`src/rtl/mii_tx_pkg.sv`:
```
package mii_tx_pkg;
  localparam int BYTE_W = 8;
  localparam int NIB_W  = 4;

  typedef enum logic [1:0] {
    ST_IDLE,
    ST_DATA,
    ST_STARVE,
    ST_GAP
  } tx_state_e;

  typedef enum logic [2:0] {
    OP_QUIET,
    OP_FIRST,
    OP_HIGH,
    OP_HIGH_LOAD,
    OP_LOW,
    OP_ERR
  } nib_op_e;

  // Select one nibble of a byte: hi=0 gives bits [3:0], hi=1 gives [7:4].
  function automatic logic [NIB_W-1:0] nib_of(input logic [BYTE_W-1:0] b,
                                               input logic hi);
    return hi ? b[BYTE_W-1:NIB_W] : b[NIB_W-1:0];
  endfunction

  // Start-blocking input chosen by the duplex mode.
  function automatic logic hold_start(input logic full_dup,
                                      input logic col_s,
                                      input logic crs_s);
    return full_dup ? col_s : crs_s;
  endfunction
endpackage

```
`src/rtl/mii_tx_sync.sv`:
```
module mii_tx_sync #(
  parameter int STAGES = 2,
  parameter int WIDTH  = 2
) (
  input  logic             clk,
  input  logic             rst_n,
  input  logic [WIDTH-1:0] d_async,
  output logic [WIDTH-1:0] q_sync
);
  logic [WIDTH-1:0] stage_q [STAGES];

  for (genvar i = 0; i < STAGES; i++) begin : g_stage
    if (i == 0) begin : g_first
      always_ff @(posedge clk or negedge rst_n) begin
        if (!rst_n) stage_q[i] <= '0;
        else        stage_q[i] <= d_async;
      end
    end else begin : g_next
      always_ff @(posedge clk or negedge rst_n) begin
        if (!rst_n) stage_q[i] <= '0;
        else        stage_q[i] <= stage_q[i-1];
      end
    end
  end

  assign q_sync = stage_q[STAGES-1];
endmodule

```
`src/rtl/mii_tx_ctrl.sv`:
```
module mii_tx_ctrl
  import mii_tx_pkg::*;
(
  input  logic    clk,
  input  logic    rst_n,
  input  logic    hold,
  input  logic    s_valid,
  input  logic    s_sof,
  input  logic    s_eof,
  input  logic    line_en,
  output logic    s_ready,
  output nib_op_e op,
  output logic    start_fire,
  output logic    data_accept
);
  tx_state_e state_q, state_d;
  logic      phase_hi_q, phase_hi_d;
  logic      last_q, last_d;
  logic      accept;

  always_comb begin
    s_ready = 1'b0;
    unique case (state_q)
      ST_IDLE:   s_ready = s_sof ? !hold : 1'b1;
      ST_DATA:   s_ready = phase_hi_q && !last_q;
      ST_STARVE: s_ready = 1'b1;
      default:   s_ready = 1'b0;
    endcase
  end

  assign accept      = s_valid && s_ready;
  assign start_fire  = (state_q == ST_IDLE) && accept && s_sof;
  assign data_accept = (state_q == ST_DATA) && accept;

  always_comb begin
    state_d    = state_q;
    phase_hi_d = phase_hi_q;
    last_d     = last_q;
    op         = OP_QUIET;
    unique case (state_q)
      ST_IDLE: begin
        if (start_fire) begin
          state_d    = ST_DATA;
          phase_hi_d = 1'b1;
          last_d     = s_eof;
          op         = OP_FIRST;
        end
      end
      ST_DATA: begin
        if (!phase_hi_q) begin
          op         = OP_LOW;
          phase_hi_d = 1'b1;
        end else if (last_q) begin
          op      = OP_HIGH;
          state_d = ST_GAP;
        end else if (accept) begin
          op         = OP_HIGH_LOAD;
          phase_hi_d = 1'b0;
          last_d     = s_eof;
        end else begin
          op      = OP_HIGH;
          state_d = ST_STARVE;
        end
      end
      ST_STARVE: begin
        if (accept && s_eof) begin
          op      = OP_QUIET;
          state_d = ST_GAP;
        end else begin
          op = OP_ERR;
        end
      end
      default: begin
        op      = OP_QUIET;
        state_d = ST_IDLE;
      end
    endcase
  end

  always_ff @(posedge clk or negedge rst_n) begin
    if (!rst_n) begin
      state_q    <= ST_IDLE;
      phase_hi_q <= 1'b0;
      last_q     <= 1'b0;
    end else begin
      state_q    <= state_d;
      phase_hi_q <= phase_hi_d;
      last_q     <= last_d;
    end
  end

  // a frame byte is never taken on two cycles in a row
  assert_byte_rate_R2: assert property (@(posedge clk) disable iff (!rst_n)
    data_accept |=> !data_accept);

  // a new frame only starts from a quiet line
  assert_gap_before_start_R4: assert property (@(posedge clk) disable iff (!rst_n)
    start_fire |-> !line_en);
endmodule

```
`src/rtl/mii_tx_nibble.sv`:
```
module mii_tx_nibble
  import mii_tx_pkg::*;
(
  input  logic              clk,
  input  logic              rst_n,
  input  nib_op_e           op,
  input  logic [BYTE_W-1:0] in_byte,
  output logic [NIB_W-1:0]  tx_data,
  output logic              tx_en,
  output logic              tx_er
);
  logic [BYTE_W-1:0] hold_q;

  always_ff @(posedge clk or negedge rst_n) begin
    if (!rst_n) begin
      hold_q  <= '0;
      tx_data <= '0;
      tx_en   <= 1'b0;
      tx_er   <= 1'b0;
    end else begin
      unique case (op)
        OP_FIRST: begin
          hold_q  <= in_byte;
          tx_data <= nib_of(in_byte, 1'b0);
          tx_en   <= 1'b1;
          tx_er   <= 1'b0;
        end
        OP_HIGH: begin
          tx_data <= nib_of(hold_q, 1'b1);
          tx_en   <= 1'b1;
          tx_er   <= 1'b0;
        end
        OP_HIGH_LOAD: begin
          hold_q  <= in_byte;
          tx_data <= nib_of(hold_q, 1'b1);
          tx_en   <= 1'b1;
          tx_er   <= 1'b0;
        end
        OP_LOW: begin
          tx_data <= nib_of(hold_q, 1'b0);
          tx_en   <= 1'b1;
          tx_er   <= 1'b0;
        end
        OP_ERR: begin
          tx_data <= '0;
          tx_en   <= 1'b1;
          tx_er   <= 1'b1;
        end
        default: begin
          tx_data <= '0;
          tx_en   <= 1'b0;
          tx_er   <= 1'b0;
        end
      endcase
    end
  end
endmodule

```
`src/rtl/mii_tx_path.sv`:
```
module mii_tx_path
  import mii_tx_pkg::*;
#(
  parameter int SYNC_STAGES = 2
) (
  input  logic              clk_tx,
  input  logic              rst_n,
  input  logic              cfg_full_duplex,
  input  logic              s_valid,
  output logic              s_ready,
  input  logic [BYTE_W-1:0] s_data,
  input  logic              s_sof,
  input  logic              s_eof,
  input  logic              col_async,
  input  logic              crs_async,
  output logic [NIB_W-1:0]  tx_data,
  output logic              tx_en,
  output logic              tx_er
);
  localparam int LINE_INS = 2;

  logic [LINE_INS-1:0] line_sync;
  logic                col_s, crs_s, hold_now;
  logic                start_fire, data_accept;
  nib_op_e             op;

  mii_tx_sync #(.STAGES(SYNC_STAGES), .WIDTH(LINE_INS)) u_sync (
    .clk     (clk_tx),
    .rst_n   (rst_n),
    .d_async ({crs_async, col_async}),
    .q_sync  (line_sync)
  );

  assign col_s    = line_sync[0];
  assign crs_s    = line_sync[1];
  assign hold_now = hold_start(cfg_full_duplex, col_s, crs_s);

  mii_tx_ctrl u_ctrl (
    .clk         (clk_tx),
    .rst_n       (rst_n),
    .hold        (hold_now),
    .s_valid     (s_valid),
    .s_sof       (s_sof),
    .s_eof       (s_eof),
    .line_en     (tx_en),
    .s_ready     (s_ready),
    .op          (op),
    .start_fire  (start_fire),
    .data_accept (data_accept)
  );

  mii_tx_nibble u_nib (
    .clk     (clk_tx),
    .rst_n   (rst_n),
    .op      (op),
    .in_byte (s_data),
    .tx_data (tx_data),
    .tx_en   (tx_en),
    .tx_er   (tx_er)
  );

  // nothing on the data or error lines while enable is low
  assert_quiet_when_idle_R3: assert property (@(posedge clk_tx) disable iff (!rst_n)
    !tx_en |-> (tx_data == '0) && !tx_er);

  // an error cycle carries enable and an all-zero nibble
  assert_error_shape_R9: assert property (@(posedge clk_tx) disable iff (!rst_n)
    tx_er |-> tx_en && (tx_data == '0));

  // a frame begins only after a cycle in which starts were not held
  assert_no_start_when_held_R5: assert property (@(posedge clk_tx) disable iff (!rst_n)
    $rose(tx_en) |-> $past(!hold_now));
endmodule

```
`config.mk`:
```
export PLATFORM = sky130hd
export DESIGN_NAME = mii_tx_path
export DESIGN_NICKNAME = d
export VERILOG_FILES = /design/src/rtl/mii_tx_pkg.sv /design/src/rtl/mii_tx_sync.sv /design/src/rtl/mii_tx_ctrl.sv /design/src/rtl/mii_tx_nibble.sv /design/src/rtl/mii_tx_path.sv
export SDC_FILE = /design/constraint.sdc
export NUM_CORES = 1
export LEC_CHECK = 0
export ABC_AREA = 0
export CAP_MARGIN = 20
export CORE_AREA = 2 2 52 54
export CTS_CLUSTER_DIAMETER = 60
export DETAILED_ROUTE_END_ITERATION = 8
export DIE_AREA = 0 0 54 56
export GPL_ROUTABILITY_DRIVEN = 0
export PLACE_DENSITY = 0.72
export SYNTH_ARGS = -nofsm -noshare
export SYNTH_HDL_FRONTEND = slang
export SYNTH_HIERARCHICAL = 1
export SYNTH_SLANG_ARGS = --single-unit
```
`constraint.sdc`:
```
create_clock -name clk_tx -period 3.1 [get_ports clk_tx]
set_input_delay 0.62 -clock clk_tx [delete_from_list [all_inputs] [get_ports clk_tx]]
set_output_delay 0.62 -clock clk_tx [all_outputs]
set_load 0.005 [all_outputs]
```
==> impl_metrics.py, run 1 <==
metrics = {
    "finish": {
        "area_delta_synth_final_pct": 22.46,
        "diodes": 0,
        "layout_common_cells": "clkdlybuf4s50_1 (22), dfrtp_1 (22), mux2_4 (11), inv_1 (6)",
        "drive_above_1_share_pct": 21.37,
        "fin_util_pct": 59.47,
        "nets": 140,
    },
    "setup_path": {
        "path_cells": "clkdlybuf4s50_1 > mux2_4 > nand2_1 > a211oi_4 > nor2_1 > clkdlybuf4s50_1",
        "critPathKind": "in -> out",
        "ff2ff_path_depth": 8,
        "worstPathMaxFanout": 3,
        "timing.rr.start": "u_ctrl/state_q[1]",
        "path_buf_inv": 2,
        "critPathCaptureType": "output port",
        "arrival_ps": 2190,
        "start_kind": "primary input",
        "r2r_slack_ps": 630,
        "slowest_stage": "clkdlybuf4s50_1",
        "max_stage_delay_ps": 500,
        "cp_common_cell": "clkdlybuf4s50_1",
        "r2r-end": "u_nib/hold_q[5]",
        "cp_top_family": "buffers and inverters",
        "critPathRequiredTime_ps": 2480,
    },
    "timing": {
        "finalMaxSlewViolations": 0,
        "rsz0062_at_grt": "false",
        "slew_headroom_pct": 75.08,
        "finalSetupViolCount": 0,
        "fmax_mhz": 355.3,
        "setup_slack_ps": 285.4,
        "finalClockSkew_ps": 1.161,
        "timing.final.crit_share_pct": 90.79,
        "hold_violations": 0,
        "fin_crit_ps": 2815,
        "setup_tns_ps": 0,
        "worst_pin_slew_ps": 373.2,
    },
    "global_route": {
        "track_usage_pct": 15.71,
        "overflow": 0,
        "grt_pass1_wl_um": 3505,
        "grt_max_degree": 23,
        "grt_pass1_vias": 791,
        "antenna_found_initial": 0,
    },
    "clock_tree": {
        "clockBufferDepth": 2,
        "cts_setup_buffers": 0,
        "insertion_delay_ps": 290,
        "clk_pin_slew_worst_paths_ps": 110,
        "cts_hold_buffers": 0,
        "cts_tree": "yes",
        "numClockSinks": 22,
        "cts-resized-gates": 0,
        "cts_buffers": 3,
        "cts-root-buf": "clkbuf_4",
        "htreeDepth": 1,
    },
    "floorplan": {
        "initial_core_util_pct": 48.56,
        "die_w_um": 54,
        "fp-row-count": 18,
        "io_pins": 23,
        "core_um2": 2432,
        "die_h_um": 56,
        "floorplan.die_area_um2": 3024,
    },
    "run": {
        "cap_violations": 0,
    },
    "synthesis": {
        "syn_area_um2": 1181,
        "syn_nets": 114,
        "synth.avg_cell_area_um2": 12.70,
        "synth_cells": 93,
        "synth_warnings": 6,
    },
    "min_path": {
        "worstHoldStart": "u_sync/stage_q[3]",
        "hold_class": "reg -> reg",
        "min_to": "u_sync/q_sync[1]",
        "worstHoldPathCells": 0,
    },
    "detailed_routing": {
        "ant_nets": 0,
        "drt-initial-drc-count": 12,
        "drcViolationCount": 0,
        "avgViaCountPerCell": 5.299,
        "vias": 779,
        "wire_per_inst_um": 13.98,
        "drt-pass1-iter-count": 4,
        "wirelength_um": 2055,
    },
    "run_status": {
        "status": "completed",
    },
    "placed_design": {
        "place_worst_setup_slack_ps": 274.7,
        "port_buffers": 22,
        "place_hpwl_um": 1554,
    },
    "pwr": {
        "leakagePower_nw": 0.6470,
        "pwr_density_cell_nw_per_um2": 935.5,
        "vdd_drop_max_mv": 0.5776,
    },
}
==> report_power, final <==
| part | total, mW | internal (mW) | switching [mW] |
|---|---|---|---|
| logic | 0.776 | 0.452 | 0.324 |
| clock network | 0.122 | 0.0452 | 0.0770 |
| registers | 0.455 | 0.397 | 0.0585 |
| total | 1.35 | 0.894 | 0.459 |
==> per-stage QoR <==
stage	power, mW	hold slack (ps)	area (um2)	instances
after detailed placement	1.236	338.1	1424	144
after global placement	1.225	331.8	1424	144
after floorplan	1.044	324.4	1181	93
after CTS	1.364	363.7	1446	147
final	1.353	361.5	1446	147
after global routing	1.458	379.0	1446	147
==> layer usage <==
layer / up-vias / routed length, um / global-route usage [%]
met2: 14 / 1000 / 24.91
met4: 0 / 31 / 7.500
met1: 381 / 950 / 20.42
met5: - / 0 / 0
met3: 4 / 72 / 2.419
li1: 380 / - / -
==> flip-flops by register name, summed over array words and instances (netlist names) <==
| name | count |
|---|---|
| u_ctrl/state_q | 2 |
| u_ctrl/last_q | 1 |
| u_nib/tx_er | 1 |
| u_nib/tx_en | 1 |
| u_nib/tx_data | 4 |
| u_sync/stage_q | 2 |
| u_nib/hold_q | 8 |
| u_ctrl/phase_hi_q | 1 |
| u_sync/q_sync | 2 |
==> final cells by class <==
cell class                      count  area, um2
Fill cell                         210      985.9
Tap cell                           30      37.54
Clock buffer                        3      22.52
Inverter                            7      26.28
Timing Repair Buffer               25      242.7
Sequential cell                    22      550.5
Multi-Input combinational cell     60      566.8
==> worst max path at each step <==
stage	start	end	slack, ps	cells past startpoint
2_1_floorplan	u_ctrl/state_q[0]	u_nib/hold_q[0]	800	7
3_3_place_gp	s_valid	u_nib/hold_q[1]	290	7
3_5_place_dp	s_valid	u_nib/hold_q[7]	270	7
4_1_cts	cfg_full_duplex	s_ready	270	6
5_1_grt	cfg_full_duplex	s_ready	230	6
6_report	cfg_full_duplex	s_ready	290	6
Note: power is estimated with default switching activity, not from simulation.
==> inputs of run 2 (changes only) <==
==> constraint.sdc (replaced) <==
create_clock -name clk_tx -period 3.1 [get_ports clk_tx]
set_input_delay 0.62 -clock clk_tx [delete_from_list [all_inputs] [get_ports clk_tx]]
set_output_delay 0.62 -clock clk_tx [all_outputs]
set_load 0.01 [all_outputs]
==> results of run 2 <==
The final DEF is identical to that of run 1. Status: completed.
Among the figures that moved: setup slack after placement 274.7 ps -> 240.1 ps; setup slack after layout 285.4 ps -> 249.8 ps; total power 1.353 mW -> 1.368 mW; worst IR drop on VDD 0.5776 mV -> 0.5795 mV
==> inputs of run 3 (changes only) <==
--- a/config.mk
+++ b/config.mk
@@ -12,7 +12,8 @@
 export DETAILED_ROUTE_END_ITERATION = 8
 export DIE_AREA = 0 0 54 56
 export GPL_ROUTABILITY_DRIVEN = 0
-export PLACE_DENSITY = 0.72
+export PLACE_DENSITY = 0.75
+export SETUP_SLACK_MARGIN = 0.15
 export SYNTH_ARGS = -nofsm -noshare
 export SYNTH_HDL_FRONTEND = slang
 export SYNTH_HIERARCHICAL = 1
==> run 3 against run 2 <==
Total power up 3.1%. Die area unchanged. Count of clock-buffer cells in the layout up 1. Final area up 0.61%. First-iteration DRC count up 58%. Register-to-register slack about the same. Sequential power about the same. Critical endpoint is now u_nib/hold_q[5]. Largest cell class unchanged. Largest power group unchanged.
==> impl_metrics.py, run 3 (synthesis gave the netlist of run 1 again) <==
metrics = {
    "run_status": {
        "status": "completed",
    },
    "floorplan": {
        "core_um2": 2432,
        "fp-row-count": 18,
        "die_h_um": 56,
        "initial_core_util_pct": 48.56,
        "die_w_um": 54,
        "floorplan.die_area_um2": 3024,
        "io_pins": 23,
    },
    "detailed_routing": {
        "drt-pass1-iter-count": 4,
        "wirelength_um": 2176,
        "vias": 786,
        "wire_per_inst_um": 14.80,
        "drt-initial-drc-count": 19,
        "drcViolationCount": 0,
        "ant_nets": 0,
        "avgViaCountPerCell": 5.347,
    },
    "global_route": {
        "track_usage_pct": 15.96,
        "grt_pass1_vias": 805,
        "grt_max_degree": 23,
        "antenna_found_initial": 0,
        "overflow": 0,
        "grt_pass1_wl_um": 3553,
    },
    "setup_path": {
        "arrival_ps": 2730,
        "ff2ff_path_depth": 8,
        "start_kind": "primary input",
        "critPathKind": "in -> reg",
        "worstPathMaxFanout": 8,
        "timing.rr.start": "u_ctrl/state_q[1]",
        "r2r-end": "u_nib/hold_q[5]",
        "critPathRequiredTime_ps": 3300,
        "r2r_slack_ps": 640,
        "critPathCaptureType": "register",
    },
    "finish": {
        "diodes": 0,
        "largest_register_ffs": 8,
        "fillers": 211,
        "drive_above_1_share_pct": 21.37,
        "layout_common_cells": "dfrtp_1 (22), clkdlybuf4s50_1 (21), mux2_4 (11), inv_1 (6)",
        "top_regs": "u_nib/hold_q (8), u_nib/tx_data (4)",
        "area_delta_synth_final_pct": 23.20,
        "final_cell_area_um2": 1455,
        "fin_cells": 147,
        "nets": 139,
        "final_common_cell": "dfrtp_1",
        "regMostFlops": "u_nib/hold_q",
    },
    "timing": {
        "finalSetupViolCount": 0,
        "holdWs_ps": 362.3,
        "fin_crit_ps": 2529,
        "finalClockSkew_ps": 1.381,
        "fmax_mhz": 395.3,
        "finalMaxSlewViolations": 0,
        "slew_headroom_pct": 37.38,
        "timing.final.crit_share_pct": 81.60,
        "rsz0062_at_grt": "false",
        "hold_violations": 0,
        "setup_tns_ps": 0,
        "worst_pin_slew_ps": 936.3,
    },
    "pwr": {
        "p_sw_uw": 491.4,
        "vdd_drop_max_mv": 0.6233,
        "sw_frac_of_total_pct": 34.86,
        "pwr_density_cell_nw_per_um2": 968.8,
        "p_int_uw": 918.3,
        "seq_power_share_pct": 32.4,
        "leakagePower_nw": 0.6616,
        "combPwrFrac_pct": 56.7,
        "clkPwrFrac_pct": 10.9,
    },
    "clock_tree": {
        "cts-root-buf": "clkbuf_4",
        "cts_setup_buffers": 0,
        "cts_hold_buffers": 0,
        "htreeDepth": 1,
        "cts_tree": "yes",
        "clk_pin_slew_worst_paths_ps": 110,
        "numClockSinks": 22,
        "clockBufferDepth": 2,
        "insertion_delay_ps": 300,
        "cts_buffers": 3,
    },
    "placed_design": {
        "place_hpwl_um": 1674,
        "port_buffers": 22,
        "post-place-cells": 143,
        "placed_cell_area_um2": 1416,
    },
    "run": {
        "cap_violations": 0,
    },
    "min_path": {
        "worstHoldStart": "u_sync/stage_q[2]",
        "min_to": "u_sync/q_sync[0]",
        "worstHoldPathCells": 0,
        "hold_class": "reg -> reg",
    },
}
-- run 3: changes by cell type in the layout (fill, tap and decap cells not counted), sizes merged --
cell,before,now
clkdlybuf4s50,22,21
buf,3,2
dlymetal6s2s,0,1
clkbuf,3,4
-- run 3: cell type report --
class / instances / area, um2 / share of cell area (%)
Sequential cell: 22 / 550.5 / 37.83
Tap cell: 30 / 37.54 / 2.580
Multi-Input combinational cell: 60 / 566.8 / 38.95
Clock buffer: 4 / 36.28 / 2.494
Inverter: 7 / 26.28 / 1.806
Timing Repair Buffer: 24 / 237.7 / 16.34
-- run 3: routing by layer --
metal | global-route usage [%] | up-vias | wire length (um)
met5 | 0 | - | 0
met4 | 6.429 | 0 | 46
met3 | 2.419 | 7 | 73
met2 | 28.22 | 18 | 1136
met1 | 18.47 | 384 | 919
li1 | - | 377 | -
-- run 3: worst max-delay path by stage --
stage / depth (start not counted) / endpoint / start / slack, ps
global route: 8 / u_nib/hold_q[1] / u_ctrl/state_q[1] / 480
detailed placement: 6 / s_ready / cfg_full_duplex / 230
finish: 7 / u_nib/hold_q[5] / s_valid / 570
floorplan: 7 / u_nib/hold_q[0] / u_ctrl/state_q[0] / 800
CTS: 6 / s_ready / cfg_full_duplex / 230
global placement: 6 / s_ready / cfg_full_duplex / 250
-- run 3: power groups by stage --
stage	Combinational [mW]	Clock, mW	Sequential, mW
2_1_floorplan	0.599	0	0.459
3_3_place_gp	0.782	0	0.455
3_5_place_dp	0.801	0	0.463
4_1_cts	0.809	0.158	0.458
5_1_grt	0.872	0.171	0.470
6_report	0.799	0.153	0.457
-- run 3: what timing repair did --
| action | CTS | global route |
|---|---|---|
| endpoints found under the hold margin | 0 | 0 |
| resized for setup | 0 | 1 |
| endpoints found under the setup margin | 0 | 1 |
-- run 3: stage by stage --
stage	utilization, %	power, mW	setup WS (ps)
floorplan	-	1.058	800.1
global placement	58.23	1.236	248.0
detailed placement	58.23	1.264	232.0
CTS	59.72	1.426	232.9
global route	59.83	1.513	480.1
finish	59.83	1.410	570.6
-- run 3: worst max-delay path, cell delays in order --
cell and delay [ps]:
clkdlybuf4s50_1 530, or2b_1 290, or3_1 380, a31oi_1 220, nor2b_2 170, buf_4 210
mux2_4 320
